[config.mk]
export PLATFORM = sky130hd
export DESIGN_NAME = pmsd_status
export DESIGN_NICKNAME = d
export VERILOG_FILES = /design/src/rtl/pmsd_pkg.sv /design/src/rtl/pmsd_mode_classify.sv /design/src/rtl/pmsd_size_encode.sv /design/src/rtl/pmsd_status.sv
export SDC_FILE = /design/constraint.sdc
export NUM_CORES = 1
export LEC_CHECK = 0
export BUFFER_PORTS_ARGS = -buffer_cell sky130_fd_sc_hd__buf_2
export CAP_MARGIN = 10
export CORE_AREA = 2 2 39 41
export CTS_BUF_LIST = sky130_fd_sc_hd__clkbuf_4
export DETAILED_ROUTE_END_ITERATION = 6
export DIE_AREA = 0 0 41 43
export PLACE_DENSITY_LB_ADDON = 0.3
export SLEW_MARGIN = 10
export SYNTH_ARGS = -nofsm -noshare
export SYNTH_HDL_FRONTEND = slang
export SYNTH_SLANG_ARGS = --single-unit
[constraint.sdc]
create_clock -name clk -period 1 [get_ports clk]
set_clock_uncertainty 0.2 [all_clocks]
set_input_delay 0.05 -clock clk [delete_from_list [all_inputs] [get_ports clk]]
set_output_delay 0.05 -clock clk [all_outputs]
set_load 0.02 [all_outputs]
[src/rtl/pmsd_pkg.sv]
package pmsd_pkg;

    localparam int unsigned SZ_W    = 2;
    localparam int unsigned CPL_W   = 2;
    localparam int unsigned SUB_W   = 3;
    localparam int unsigned STATUS_W = 1 + SUB_W + CPL_W + 2 + 5 * SZ_W;

    typedef enum logic {
        MODE_LEGACY = 1'b0,
        MODE_LONG   = 1'b1
    } cpu_mode_e;

    typedef enum logic [SUB_W-1:0] {
        SUB_REAL   = 3'd0,
        SUB_PROT   = 3'd1,
        SUB_V86    = 3'd2,
        SUB_COMPAT = 3'd3,
        SUB_WIDE64 = 3'd4
    } cpu_sub_e;

    typedef enum logic [SZ_W-1:0] {
        SZ_NONE = 2'd0,
        SZ_16   = 2'd1,
        SZ_32   = 2'd2,
        SZ_64   = 2'd3
    } size_code_e;

    typedef struct packed {
        size_code_e def_op;
        size_code_e alt_op;
        size_code_e def_addr;
        size_code_e alt_addr;
        size_code_e stack;
    } size_set_t;

    typedef struct packed {
        cpu_mode_e         mode;
        cpu_sub_e          sub;
        logic [CPL_W-1:0]  cpl;
        logic              paging;
        logic              prot;
        size_set_t         sizes;
    } status_t;

endpackage

[src/rtl/pmsd_mode_classify.sv]
module pmsd_mode_classify
    import pmsd_pkg::*;
(
    input  logic      lma,
    input  logic      prot_en,
    input  logic      vm_flag,
    input  logic      cs_long,
    output cpu_mode_e mode,
    output cpu_sub_e  sub,
    output logic      is_wide
);

    always_comb begin
        if (lma) begin
            mode = MODE_LONG;
            sub  = cs_long ? SUB_WIDE64 : SUB_COMPAT;
        end else begin
            mode = MODE_LEGACY;
            if (!prot_en) begin
                sub = SUB_REAL;
            end else if (vm_flag) begin
                sub = SUB_V86;
            end else begin
                sub = SUB_PROT;
            end
        end
        is_wide = (sub == SUB_WIDE64);
    end

endmodule

[src/rtl/pmsd_size_encode.sv]
module pmsd_size_encode
    import pmsd_pkg::*;
(
    input  logic      is_wide,
    input  logic      cs_dsize,
    input  logic      ss_dsize,
    output size_set_t sizes
);

    always_comb begin
        // operand width: 64-bit submode behaves like a 32-bit default code segment
        if (is_wide || cs_dsize) begin
            sizes.def_op = SZ_32;
            sizes.alt_op = SZ_16;
        end else begin
            sizes.def_op = SZ_16;
            sizes.alt_op = SZ_32;
        end

        // address width: 64-bit submode overrides the segment attribute
        if (is_wide) begin
            sizes.def_addr = SZ_64;
            sizes.alt_addr = SZ_32;
        end else if (cs_dsize) begin
            sizes.def_addr = SZ_32;
            sizes.alt_addr = SZ_16;
        end else begin
            sizes.def_addr = SZ_16;
            sizes.alt_addr = SZ_32;
        end

        // stack width
        if (is_wide) begin
            sizes.stack = SZ_64;
        end else if (ss_dsize) begin
            sizes.stack = SZ_32;
        end else begin
            sizes.stack = SZ_16;
        end
    end

endmodule

[src/rtl/pmsd_status.sv]
module pmsd_status
    import pmsd_pkg::*;
(
    input  logic                  clk,
    input  logic                  rst_n,
    input  logic                  recompute,
    input  logic                  lma,
    input  logic                  cr0_pe,
    input  logic                  cr0_pg,
    input  logic                  rflags_vm,
    input  logic                  cs_long,
    input  logic                  cs_dsize,
    input  logic [CPL_W-1:0]      cs_dpl,
    input  logic                  ss_dsize,
    output logic [STATUS_W-1:0]   status
);

    cpu_mode_e mode_w;
    cpu_sub_e  sub_w;
    logic      wide_w;
    size_set_t sizes_w;

    status_t   word_d;
    status_t   word_q;

    pmsd_mode_classify u_mode (
        .lma     (lma),
        .prot_en (cr0_pe),
        .vm_flag (rflags_vm),
        .cs_long (cs_long),
        .mode    (mode_w),
        .sub     (sub_w),
        .is_wide (wide_w)
    );

    pmsd_size_encode u_size (
        .is_wide  (wide_w),
        .cs_dsize (cs_dsize),
        .ss_dsize (ss_dsize),
        .sizes    (sizes_w)
    );

    always_comb begin
        word_d = word_q;
        if (recompute) begin
            word_d.mode   = mode_w;
            word_d.sub    = sub_w;
            word_d.cpl    = cs_dpl;
            word_d.paging = cr0_pg;
            word_d.prot   = cr0_pe;
            word_d.sizes  = sizes_w;
        end
    end

    always_ff @(posedge clk) begin
        if (!rst_n) begin
            word_q <= '0;
        end else begin
            word_q <= word_d;
        end
    end

    assign status = word_q;

endmodule

-- After elaboration in Yosys (flattened, before gate mapping)
Cells that the tools add are included.
- equality and inequality tests: 1
- mux-type cells: 10
- reductions and logical operators: 1
- operator list (kind ; count):
    $mux W4 ; 3
    $mux W3 ; 3
    $mux W2 ; 3
    $eq A3 B3 Y1 const B ; 1
    $logic_or A1 B1 Y1 ; 1
    $mux W1 ; 1
- register bits: 18
- word-level logic and storage cells: 22

-- Depth between registers and ports, before layout
Gate-level depths: netlist of run 1.
- depth after elaboration: 6
- mapped depth: 3
- depth with buffers taken out: 3

-- Hierarchy
From an unflattened synthesis of run 1, not the netlist that was laid out.
- cells, all modules: 75
- area, all modules: 812.0 sq um
- by module, submodules not included (module ; area each (sq um) ; cells each ; sequential area each (sq um) ; times used):
    pmsd_status ; 688.2 ; 57 ; 360.3 ; 1
    pmsd_size_encode ; 65.1 ; 10 ; 0.0 ; 1
    pmsd_mode_classify ; 58.8 ; 8 ; 0.0 ; 1

-- Least setup slack after synthesis of run 1
Ideal clock, no wire load.
- path kind: register -> register
- start point: register, netlist name status[8]
- end point: register word_q, in the netlist status[8]
- data arrival time: 660 ps
- data required time: 685 ps
- slack: 25 ps
- stages on the path, launching flop included: 3
- path buffers: 0
- cell sequence: dfxtp_1 nor2b_1 o21a_1
- RTL lines (element ; RTL line ; source):
    to (signal assigned) ; pmsd_status.sv:59 ; word_q <= word_d;
    to (decl) ; pmsd_status.sv:24 ; status_t word_q;

-- Final worst setup path of run 1
- start point: register word_q, in the netlist status[4]
- end point: output status[4]
- RTL lines (element ; RTL line ; source):
    to (decl) ; pmsd_status.sv:15 ; output logic [STATUS_W-1:0] status
No word-level cell between the ends.

==> impl_metrics.tcl, run 1 <==
set metrics [dict create \
    outcome "complete, but fails checks" \
    failed_checks "negative hold slack, negative setup slack" \
    worstPathBufferInverterCount 1 \
    fp.coreArea_sq_mm 0.00138 \
    ys.flop_type "dfxtp_1" \
    die_h_microns 43 \
    netlist_top_cells_count "dfxtp_1 (14), nor2b_1 (6), mux2i_1 (5), o21ai_0 (5), buf_4 (4)" \
    finished_layout_cells 103 \
    synth_edf_count 0 \
    grt_pass1_vias 419 \
    finalSetupViolCount 5 \
    cp_launch_type "flop" \
    routabilityCongestion 0.699 \
    asyncSetResetFlopFracSynth_pct 0 \
    max-slew-margin-rel_pct 76.0 \
    placement_rows 14 \
    slowest_stage "dfxtp_4" \
    cts-htree-levels 1 \
    initial_core_util_pct 40.4 \
    insertedDiodeCount 0 \
    final_layout_size_suffix_gt1_share_pct 54.0 \
    period_share_pct 101 \
    hold_depth 3 \
    clock_tree_buf_depth 2 \
    cts_post_setup_buffers_inserted 0 \
    internal_reg_to_reg_setup_slack_ps 60 \
    placed_cell_area_sq_um 688 \
    netlist.area_leader.share_pct 50.1 \
    cpLargestDelayFamily "flip-flops" \
    hold_start "rflags_vm" \
    ys.warnings.count 0 \
    crit_path_end_kind "output port" \
    rsz_0062_raised_after_global_routing "yes" \
    tritoncts_clock_tree "built" \
    min_path_type "in -> reg" \
    period_minus_slack_ps 1010 \
    cts-buffers-inserted 3 \
    power-per-cell-area_mw_per_mm2 1360 \
    post_synth_main_area_contributors "dfxtp_1 (50%), mux2i_1 (8.9%), nor2b_1 (6.7%), buf_4 (5.4%), o21ai_0 (4.5%)" \
    r2r_cells 2 \
    irDropWorstVdd_mv 0.810 \
    ys_seq_area_share_pct 50.1 \
    detail-route-antenna-nets 0 \
    placed_cells_incl_taps 95 \
    hold_path_end "status[15]" \
    maximum_number_of_pins_on_one_net_before_global_route_repair 22 \
    final_max_slew_viol_count 0 \
    fmax_mhz 991 \
    design.portCount 30 \
    drt-pass1-iter-count 4 \
    dominant_cell_by_count_in_the_synthesized_netlist "dfxtp_1" \
    cpPeakStageDelay_ps 360 \
    preCtsSetupSlack_ps -10.6 \
    synthDominantAreaCellType "dfxtp_1" \
    postLayoutSetupSlackWorst_ps -9.10 \
    antenna_found_initial 0 \
    layout.cell_area.non_filler_sq_um 890 \
    postRouteWirelength_mm 1.14 \
    portBuffers 29 \
    syn-num-nets 68 \
    finalHoldWorstSlack_ps -137 \
    setup.worst_path.class "reg -> out" \
    total_leakage_power_nw 0.405 \
    report.final.hold_viol_count 14 \
    clkSinkCount 14 \
    r2r-start "status[8]" \
    largest_register_ffs 14 \
    postCtsHoldBufs 4 \
    grt_overflow 0 \
    crit_path_max_fanout 3 \
    synth.ff_latch_count 14 \
    clock_insertion_delay_worst_skew_ps 270 \
    synthesis.area_sq_um 559 \
    cp.arrival_ps 760 \
    cap_viol_max_count 0 \
    worstMarginPinSlew_ps 360 \
    detailed_place_hpwl_microns 796 \
    data_required_time_at_the_worst_endpoint_ps 750 \
    via_per_inst 4.66 \
    chipWidth_microns 41 \
    final_stage_net_count 100 \
    route.vias.total 480 \
    flow.area_growth_from_synthesis_pct 59.1 \
    drt-wirelength-per-cell_microns 11.0 \
    postSynthAreaPerCell_sq_um 9.99 \
    cp_cell_sequence "buf_6" \
    clk_pin_slew_ps 80 \
    dieArea_sq_mm 0.00176 \
    global_route.usage.total_pct 15.2 \
    reg2reg_to "status[8]" \
    synth_cells 56 \
    synth.distinct_cells 20 \
    drt_iter0_markers 5 \
    wire_length_of_the_first_global_routing_pass_mm 1.80 \
    drc_violation_count_after_routing 0 \
    cts_root_buf "clkbuf_4" \
]
==> cell type report <==
type,count,area [sq um]
Sequential cell,14,303
Clock buffer,3,22.5
Clock inverter,1,3.75
Multi-Input combinational cell,35,235
Timing Repair Buffer,34,305
Fill cell,116,494
Tap cell,16,20.0
==> placed cells by master, fill, tap and decap left out, drive strengths merged <==
| cell type | Yosys | layout |
|---|---|---|
| a21oi | 2 | 2 |
| mux2i | 5 | 5 |
| buf | 7 | 30 |
| a31oi | 3 | 3 |
| o21a | 1 | 1 |
| clkbuf | 0 | 3 |
| and3b | 1 | 1 |
| nand3 | 2 | 2 |
| nand2 | 1 | 1 |
| clkinv | 0 | 1 |
| nor2 | 1 | 1 |
| o21ai | 5 | 5 |
| nand2b | 3 | 3 |
| dfxtp | 14 | 14 |
| o211a | 1 | 1 |
| a21boi | 2 | 2 |
| nor2b | 6 | 6 |
| nand3b | 1 | 1 |
| or3b | 1 | 1 |
| dlygate4sd3 | 0 | 4 |
==> per-stage QoR <==
| step | util, % | TNS [ps] | hold slack [ps] | power, mW |
|---|---|---|---|---|
| final | 64.3 | -37.3 | -137 | 1.21 |
| after global placement | 49.7 | 0 | 71.2 | 0.828 |
| after floorplan | - | 0 | -42.7 | 0.764 |
| after CTS | 59.8 | -97.8 | -133 | 1.19 |
| after global routing | 64.3 | -443 | -141 | 1.29 |
| after detailed placement | 49.7 | -10.6 | 77.1 | 0.833 |
==> worst min-delay path, delay by kind of cell <==
kind            cells  cell delay (ps)
compound gates      1               70
buf+inv             1              100
simple gates        1               70
==> worst max path at each step <==
stage / start / endpoint / slack (ps) / depth (start not counted)
after global placement: recompute / status[8] / 7 / 3
after global routing: status[5] / status[5] / -50 / 1
after floorplan: status[8] / status[8] / 30 / 2
after CTS: status[4] / status[4] / -20 / 1
after detailed placement: recompute / status[8] / -10 / 3
final: status[4] / status[4] / -9 / 1
==> where the power goes <==
part | leakage, nW | total, mW | switching, mW | internal, mW
logic | 0.269 | 0.273 | 0.126 | 0.147
clock network | 0.0154 | 0.309 | 0.165 | 0.144
registers | 0.121 | 0.626 | 0.0283 | 0.598
total | 0.405 | 1.21 | 0.319 | 0.889
==> what timing repair did <==
action                                  in CTS  in global routing
resized for setup                           32                 20
endpoints found under the setup margin      18                 18
pin swaps                                    0                  0
endpoints found under the hold margin       14                 14
==> metal layers <==
layer	GRT usage, %	up-vias	part of all wire (%)
met4	6.00	0	0
met2	21.9	13	52
li1	-	253	-
met5	0	-	0
met3	6.28	0	4.0
met1	19.6	214	44
==> cell families (layout without fill, tap and decap cells) <==
| logic type | after synthesis | in the layout | synth area share [%] |
|---|---|---|---|
| compound gates | 14 | 14 | 15.4 |
| flops | 14 | 14 | 50.1 |
| mux | 5 | 5 | 8.95 |
| buf+inv | 7 | 38 | 7.83 |
| simple gates | 16 | 16 | 17.7 |
No activity file was read; power rests on OpenSTA's default activity.
==> run 2: changes to the inputs <==
--- a/config.mk
+++ b/config.mk
@@ -7,11 +7,12 @@
 export LEC_CHECK = 0
 export BUFFER_PORTS_ARGS = -buffer_cell sky130_fd_sc_hd__buf_2
 export CAP_MARGIN = 10
-export CORE_AREA = 2 2 39 41
+export CORE_AREA = 5 5 42 44
 export CTS_BUF_LIST = sky130_fd_sc_hd__clkbuf_4
 export DETAILED_ROUTE_END_ITERATION = 6
-export DIE_AREA = 0 0 41 43
+export DIE_AREA = 0 0 47 49
 export PLACE_DENSITY_LB_ADDON = 0.3
+export RECOVER_POWER = 100
 export SLEW_MARGIN = 10
 export SYNTH_ARGS = -nofsm -noshare
 export SYNTH_HDL_FRONTEND = slang
==> run 2 against run 1 <==
Power is 0.11% lower. Maximum frequency shrank 0.73%. Sequential power barely moved. Sequential share of layout area shrank 1.0 points. Highest routed layer unchanged. Clock power hardly changed. The run still ends with negative hold slack, negative setup slack left. First-iteration DRC count down 60%. Final area down 0.28%. Register-to-register slack hardly changed. Core utilization is 0.98 points lower.
==> impl_metrics.tcl, run 2 (synthesized netlist as in run 1, its figures left out) <==
set metrics [dict create \
    outcome "complete, but fails checks" \
    failed_checks "negative hold slack, negative setup slack" \
    nFillCells 137 \
    slowest_stage "dfxtp_4" \
    report.final.hold_viol_count 14 \
    power-per-cell-area_mw_per_mm2 1360 \
    design.portCount 30 \
    r2r_cells 2 \
    worstSetupPathDepth 1 \
    crit_path_end_kind "output port" \
    post_layout_utilization_of_the_core_pct 63.3 \
    fp.coreArea_sq_mm 0.00140 \
    finalSetupViolCount 3 \
    antenna_found_initial 0 \
    worstMarginPinSlew_ps 350 \
    grt_overflow 0 \
    dieArea_sq_mm 0.00230 \
    worstPathBufferInverterCount 1 \
    rsz_0062_raised_after_global_routing "yes" \
    drt-pass1-iter-count 4 \
    cpPeakStageDelay_ps 370 \
    cp_cell_sequence "buf_6" \
    grt_pass1_vias 461 \
    portBuffers 29 \
    part_of_the_total_power_dissipated_in_the_clock_network_pct 25.6 \
    postRouteWirelength_mm 1.15 \
    max-slew-margin-rel_pct 76.7 \
    routabilityCongestion 0.673 \
    cts-htree-levels 1 \
    setup.worst_path.class "reg -> out" \
    initial_core_util_pct 39.9 \
    data_required_time_at_the_worst_endpoint_ps 750 \
    crit_path_max_fanout 4 \
    postLayoutSetupSlackWorst_ps -16.5 \
    clock_insertion_delay_worst_skew_ps 270 \
    p_seq_share_pct 51.7 \
    hold_depth 3 \
    clock_tree_buf_depth 2 \
    via_per_inst 4.71 \
    wire_length_of_the_first_global_routing_pass_mm 1.95 \
    final_max_slew_viol_count 0 \
    irDropWorstVdd_mv 0.829 \
    cts_root_buf "clkbuf_4" \
    final_common_cell "buf_6" \
    route.vias.total 490 \
    cts-buffers-inserted 3 \
    final_stage_net_count 101 \
    drt_iter0_markers 2 \
    insertedDiodeCount 0 \
    cap_viol_max_count 0 \
    tritoncts_clock_tree "built" \
    min_path_type "in -> reg" \
    netSwitchingPower_mw 0.318 \
    power_frac_comb_pct 22.7 \
    flow.area_growth_from_synthesis_pct 58.6 \
    global_route.usage.total_pct 11.6 \
    clk_pin_slew_ps 80 \
    period_minus_slack_ps 1020 \
    p_int_mw 0.889 \
    fmax_mhz 984 \
    detail-route-antenna-nets 0 \
    finalHoldWorstSlack_ps -143 \
    cp.arrival_ps 770 \
    drt-wirelength-per-cell_microns 11.0 \
    cpLargestDelayFamily "flip-flops" \
    final_cell_mix "buf_6 (18), buf_2 (11), dfxtp_2 (7)" \
    chipWidth_microns 47 \
    cp_launch_type "flop" \
    sw_frac_of_total_pct 26.4 \
    die_h_microns 49 \
    detailed_place_hpwl_microns 835 \
    drc_violation_count_after_routing 0 \
    largest_register_ffs 14 \
    final_layout_size_suffix_gt1_share_pct 47.7 \
    clkSinkCount 14 \
    total_leakage_power_nw 0.408 \
    maximum_number_of_pins_on_one_net_before_global_route_repair 22 \
    period_share_pct 102 \
    placement_rows 14 \
    postCtsHoldBufs 4 \
]
-- run 2: cell types whose count changed in the layout (fill, tap and decap cells not counted), sizes merged --
cell / change
buf: +1
-- run 2: power groups by stage --
stage | Combinational (mW) | Clock, mW | Sequential, mW
global placement | 0.209 | 0 | 0.621
finish | 0.274 | 0.309 | 0.623
detailed placement | 0.211 | 0 | 0.623
global route | 0.299 | 0.370 | 0.629
CTS | 0.275 | 0.327 | 0.626
floorplan | 0.0972 | 0 | 0.667
-- run 2: metal layers --
metal,GRT usage (%),vias to the layer above,wire length (microns)
met2,18.6,18,568
met3,7.01,0,105
met5,0,-,0
met1,12.8,219,475
met4,2.76,0,0
li1,-,253,-
-- run 2: layout make-up --
cell class	instances	area [sq um]	share of cell area, %
Clock buffer	3	22.5	2.54
Timing Repair Buffer	35	313	35.3
Sequential cell	14	293	33.0
Tap cell	16	20.0	2.26
Clock inverter	1	3.75	0.423
Multi-Input combinational cell	35	235	26.5
-- run 2: repair_timing --
action | in CTS | in global routing
endpoints found under the hold margin | 14 | 14
setup endpoints to repair | 18 | 18
setup buffers | 0 | 1
resized for setup | 49 | 2
pin swaps | 0 | 0
-- run 2: worst register-to-register path: stages, from the launching register on --
cell and delay (ps):
dfxtp_2 340, nor2b_1 130, o21a_1 170
-- run 2: path summary, 6_finish.rpt --
| kind | endpoint | from | slack [ps] |
|---|---|---|---|
| hold / removal | status[15] | rflags_vm | -140 |
| hold reg to reg | status[2] | status[2] | 290 |
| setup / recovery | status[5] | status[5] | -20 |
| setup reg to reg | status[8] | status[8] | 70 |
-- run 2: stage by stage --
step           worst slack (ps)  area, sq um  cells  TNS, ps  power, mW
2_1_floorplan              25.3          559     56        0      0.764
3_3_place_gp               4.76          688     95        0      0.830
3_5_place_dp              -3.52          688     95    -3.52      0.833
4_1_cts                   -29.2          885    103     -126       1.23
5_1_grt                   -62.9          887    104     -774       1.30
6_report                  -16.5          887    104    -49.1       1.21
==> run 3: changes to the inputs <==
--- a/config.mk
+++ b/config.mk
@@ -11,8 +11,9 @@
 export CTS_BUF_LIST = sky130_fd_sc_hd__clkbuf_4
 export DETAILED_ROUTE_END_ITERATION = 6
 export DIE_AREA = 0 0 47 49
+export HOLD_SLACK_MARGIN = 0.02
 export PLACE_DENSITY_LB_ADDON = 0.3
-export RECOVER_POWER = 100
+export RECOVER_POWER = 50
 export SLEW_MARGIN = 10
 export SYNTH_ARGS = -nofsm -noshare
 export SYNTH_HDL_FRONTEND = slang
==> run 3 against run 2 <==
The run still ends with negative hold slack, negative setup slack left. Worst setup slack unchanged. Combinational power about the same. Global-route usage unchanged. Register-to-register slack about the same. Final area up 0.42%. Maximum frequency unchanged. Wire length unchanged. Flip-flop and latch count unchanged. Critical path type unchanged.
==> impl_metrics.tcl, run 3 (synthesized netlist as in run 1, its figures left out) <==
set metrics [dict create \
    outcome "complete, but fails checks" \
    failed_checks "negative hold slack, negative setup slack" \
    cts_root_buf "clkbuf_4" \
    fin_tns_setup_ps -49.1 \
    cap_viol_max_count 0 \
    detail-route-antenna-nets 0 \
    final_cell_mix "buf_6 (18), buf_2 (11), dfxtp_2 (10)" \
    rsz_0062_raised_after_global_routing "yes" \
    drc_violation_count_after_routing 0 \
    crit_path_max_fanout 4 \
    fmax_mhz 984 \
    cp_launch_type "flop" \
    setup.worst_path.class "reg -> out" \
    clock_insertion_delay_worst_skew_ps 270 \
    max-slew-margin-rel_pct 76.7 \
    cp_cell_sequence "buf_6" \
    drt-pass1-iter-count 4 \
    report.final.hold_viol_count 14 \
    irDropWorstVdd_mv 0.829 \
    global_route.usage.total_pct 11.6 \
    portBuffers 29 \
    tritoncts_clock_tree "built" \
    cp.arrival_ps 770 \
    clock_tree_buf_depth 2 \
    postRouteWirelength_mm 1.15 \
    drt_iter0_markers 2 \
    total_leakage_power_nw 0.409 \
    finalSetupViolCount 3 \
    via_per_inst 4.71 \
    finalHoldWorstSlack_ps -143 \
    chipWidth_microns 47 \
    design.portCount 30 \
    crit_path_end_kind "output port" \
    antenna_found_initial 0 \
    drt-wirelength-per-cell_microns 11.0 \
    clkSinkCount 14 \
    preCtsSetupSlack_ps -3.52 \
    placement_rows 14 \
    postLayoutSetupSlackWorst_ps -16.5 \
    power-per-cell-area_mw_per_mm2 1360 \
    period_share_pct 102 \
    maximum_number_of_pins_on_one_net_before_global_route_repair 22 \
    cpPeakStageDelay_ps 370 \
    detailed_place_hpwl_microns 835 \
    die_h_microns 49 \
    post_layout_utilization_of_the_core_pct 63.6 \
    cts-buffers-inserted 3 \
    final_common_cell "buf_6" \
    clk_pin_slew_ps 80 \
    period_minus_slack_ps 1020 \
    postCtsHoldBufs 4 \
    insertedDiodeCount 0 \
    wire_length_of_the_first_global_routing_pass_mm 1.95 \
    grt_overflow 0 \
    dieArea_sq_mm 0.00230 \
    cts-htree-levels 1 \
    route.vias.total 490 \
    worstPathBufferInverterCount 1 \
    worstMarginPinSlew_ps 350 \
    data_required_time_at_the_worst_endpoint_ps 750 \
    flow.area_growth_from_synthesis_pct 59.3 \
    final_layout_size_suffix_gt1_share_pct 51.1 \
    cpLargestDelayFamily "flip-flops" \
    min_path_type "in -> reg" \
    grt_pass1_vias 461 \
    initial_core_util_pct 39.9 \
    final_stage_net_count 101 \
    routabilityCongestion 0.673 \
    final_max_slew_viol_count 0 \
    largest_register_ffs 14 \
    fp.coreArea_sq_mm 0.00140 \
    slowest_stage "dfxtp_4" \
]
==> run 3: cell counts in the layout (fill, tap and decap cells not counted) <==
No cell type changed its count.
==> run 3: per-stage QoR <==
stage | std cells | hold slack, ps | power (mW) | area [sq um]
after floorplan | 56 | -42.7 | 0.764 | 559
after global placement | 95 | 66.6 | 0.830 | 688
after detailed placement | 95 | 68.2 | 0.833 | 688
after CTS | 103 | -150 | 1.23 | 885
after global routing | 104 | -148 | 1.30 | 891
final | 104 | -143 | 1.21 | 891
==> run 3: cell type report <==
type | count | area (sq um)
fillers | 134 | 510
repair buffers | 35 | 313
clock inverters | 1 | 3.75
well taps | 16 | 20.0
flip-flops and latches | 14 | 297
clock buffers | 3 | 22.5
multi-input cells | 35 | 235
==> run 3: worst paths after layout <==
kind                endpoint  slack, ps      start  cells past startpoint
setup / recovery   status[5]        -20  status[5]                      1
hold / removal    status[15]       -140  rflags_vm                      3
setup reg to reg   status[8]         70  status[8]                      2
hold reg to reg    status[2]        290  status[2]                      2
==> run 3: power by group <==
part / switching (mW) / internal (mW) / leakage [nW]
Clock: 0.165 / 0.144 / 0.0154
Sequential: 0.0272 / 0.597 / 0.120
Combinational: 0.126 / 0.148 / 0.274
Total: 0.318 / 0.890 / 0.409
==> run 3: layer usage <==
metal / routed length [microns] / track usage, % / vias up
met2: 568 / 18.6 / 18
li1: - / - / 253
met1: 475 / 12.8 / 219
met3: 105 / 7.01 / 0
met5: 0 / 0 / -
met4: 0 / 2.76 / 0
==> run 3: repair_timing <==
item,in CTS,in global routing
setup buffers,0,1
endpoints found under the setup margin,18,18
hold endpoints to repair,14,14
resized for setup,49,2
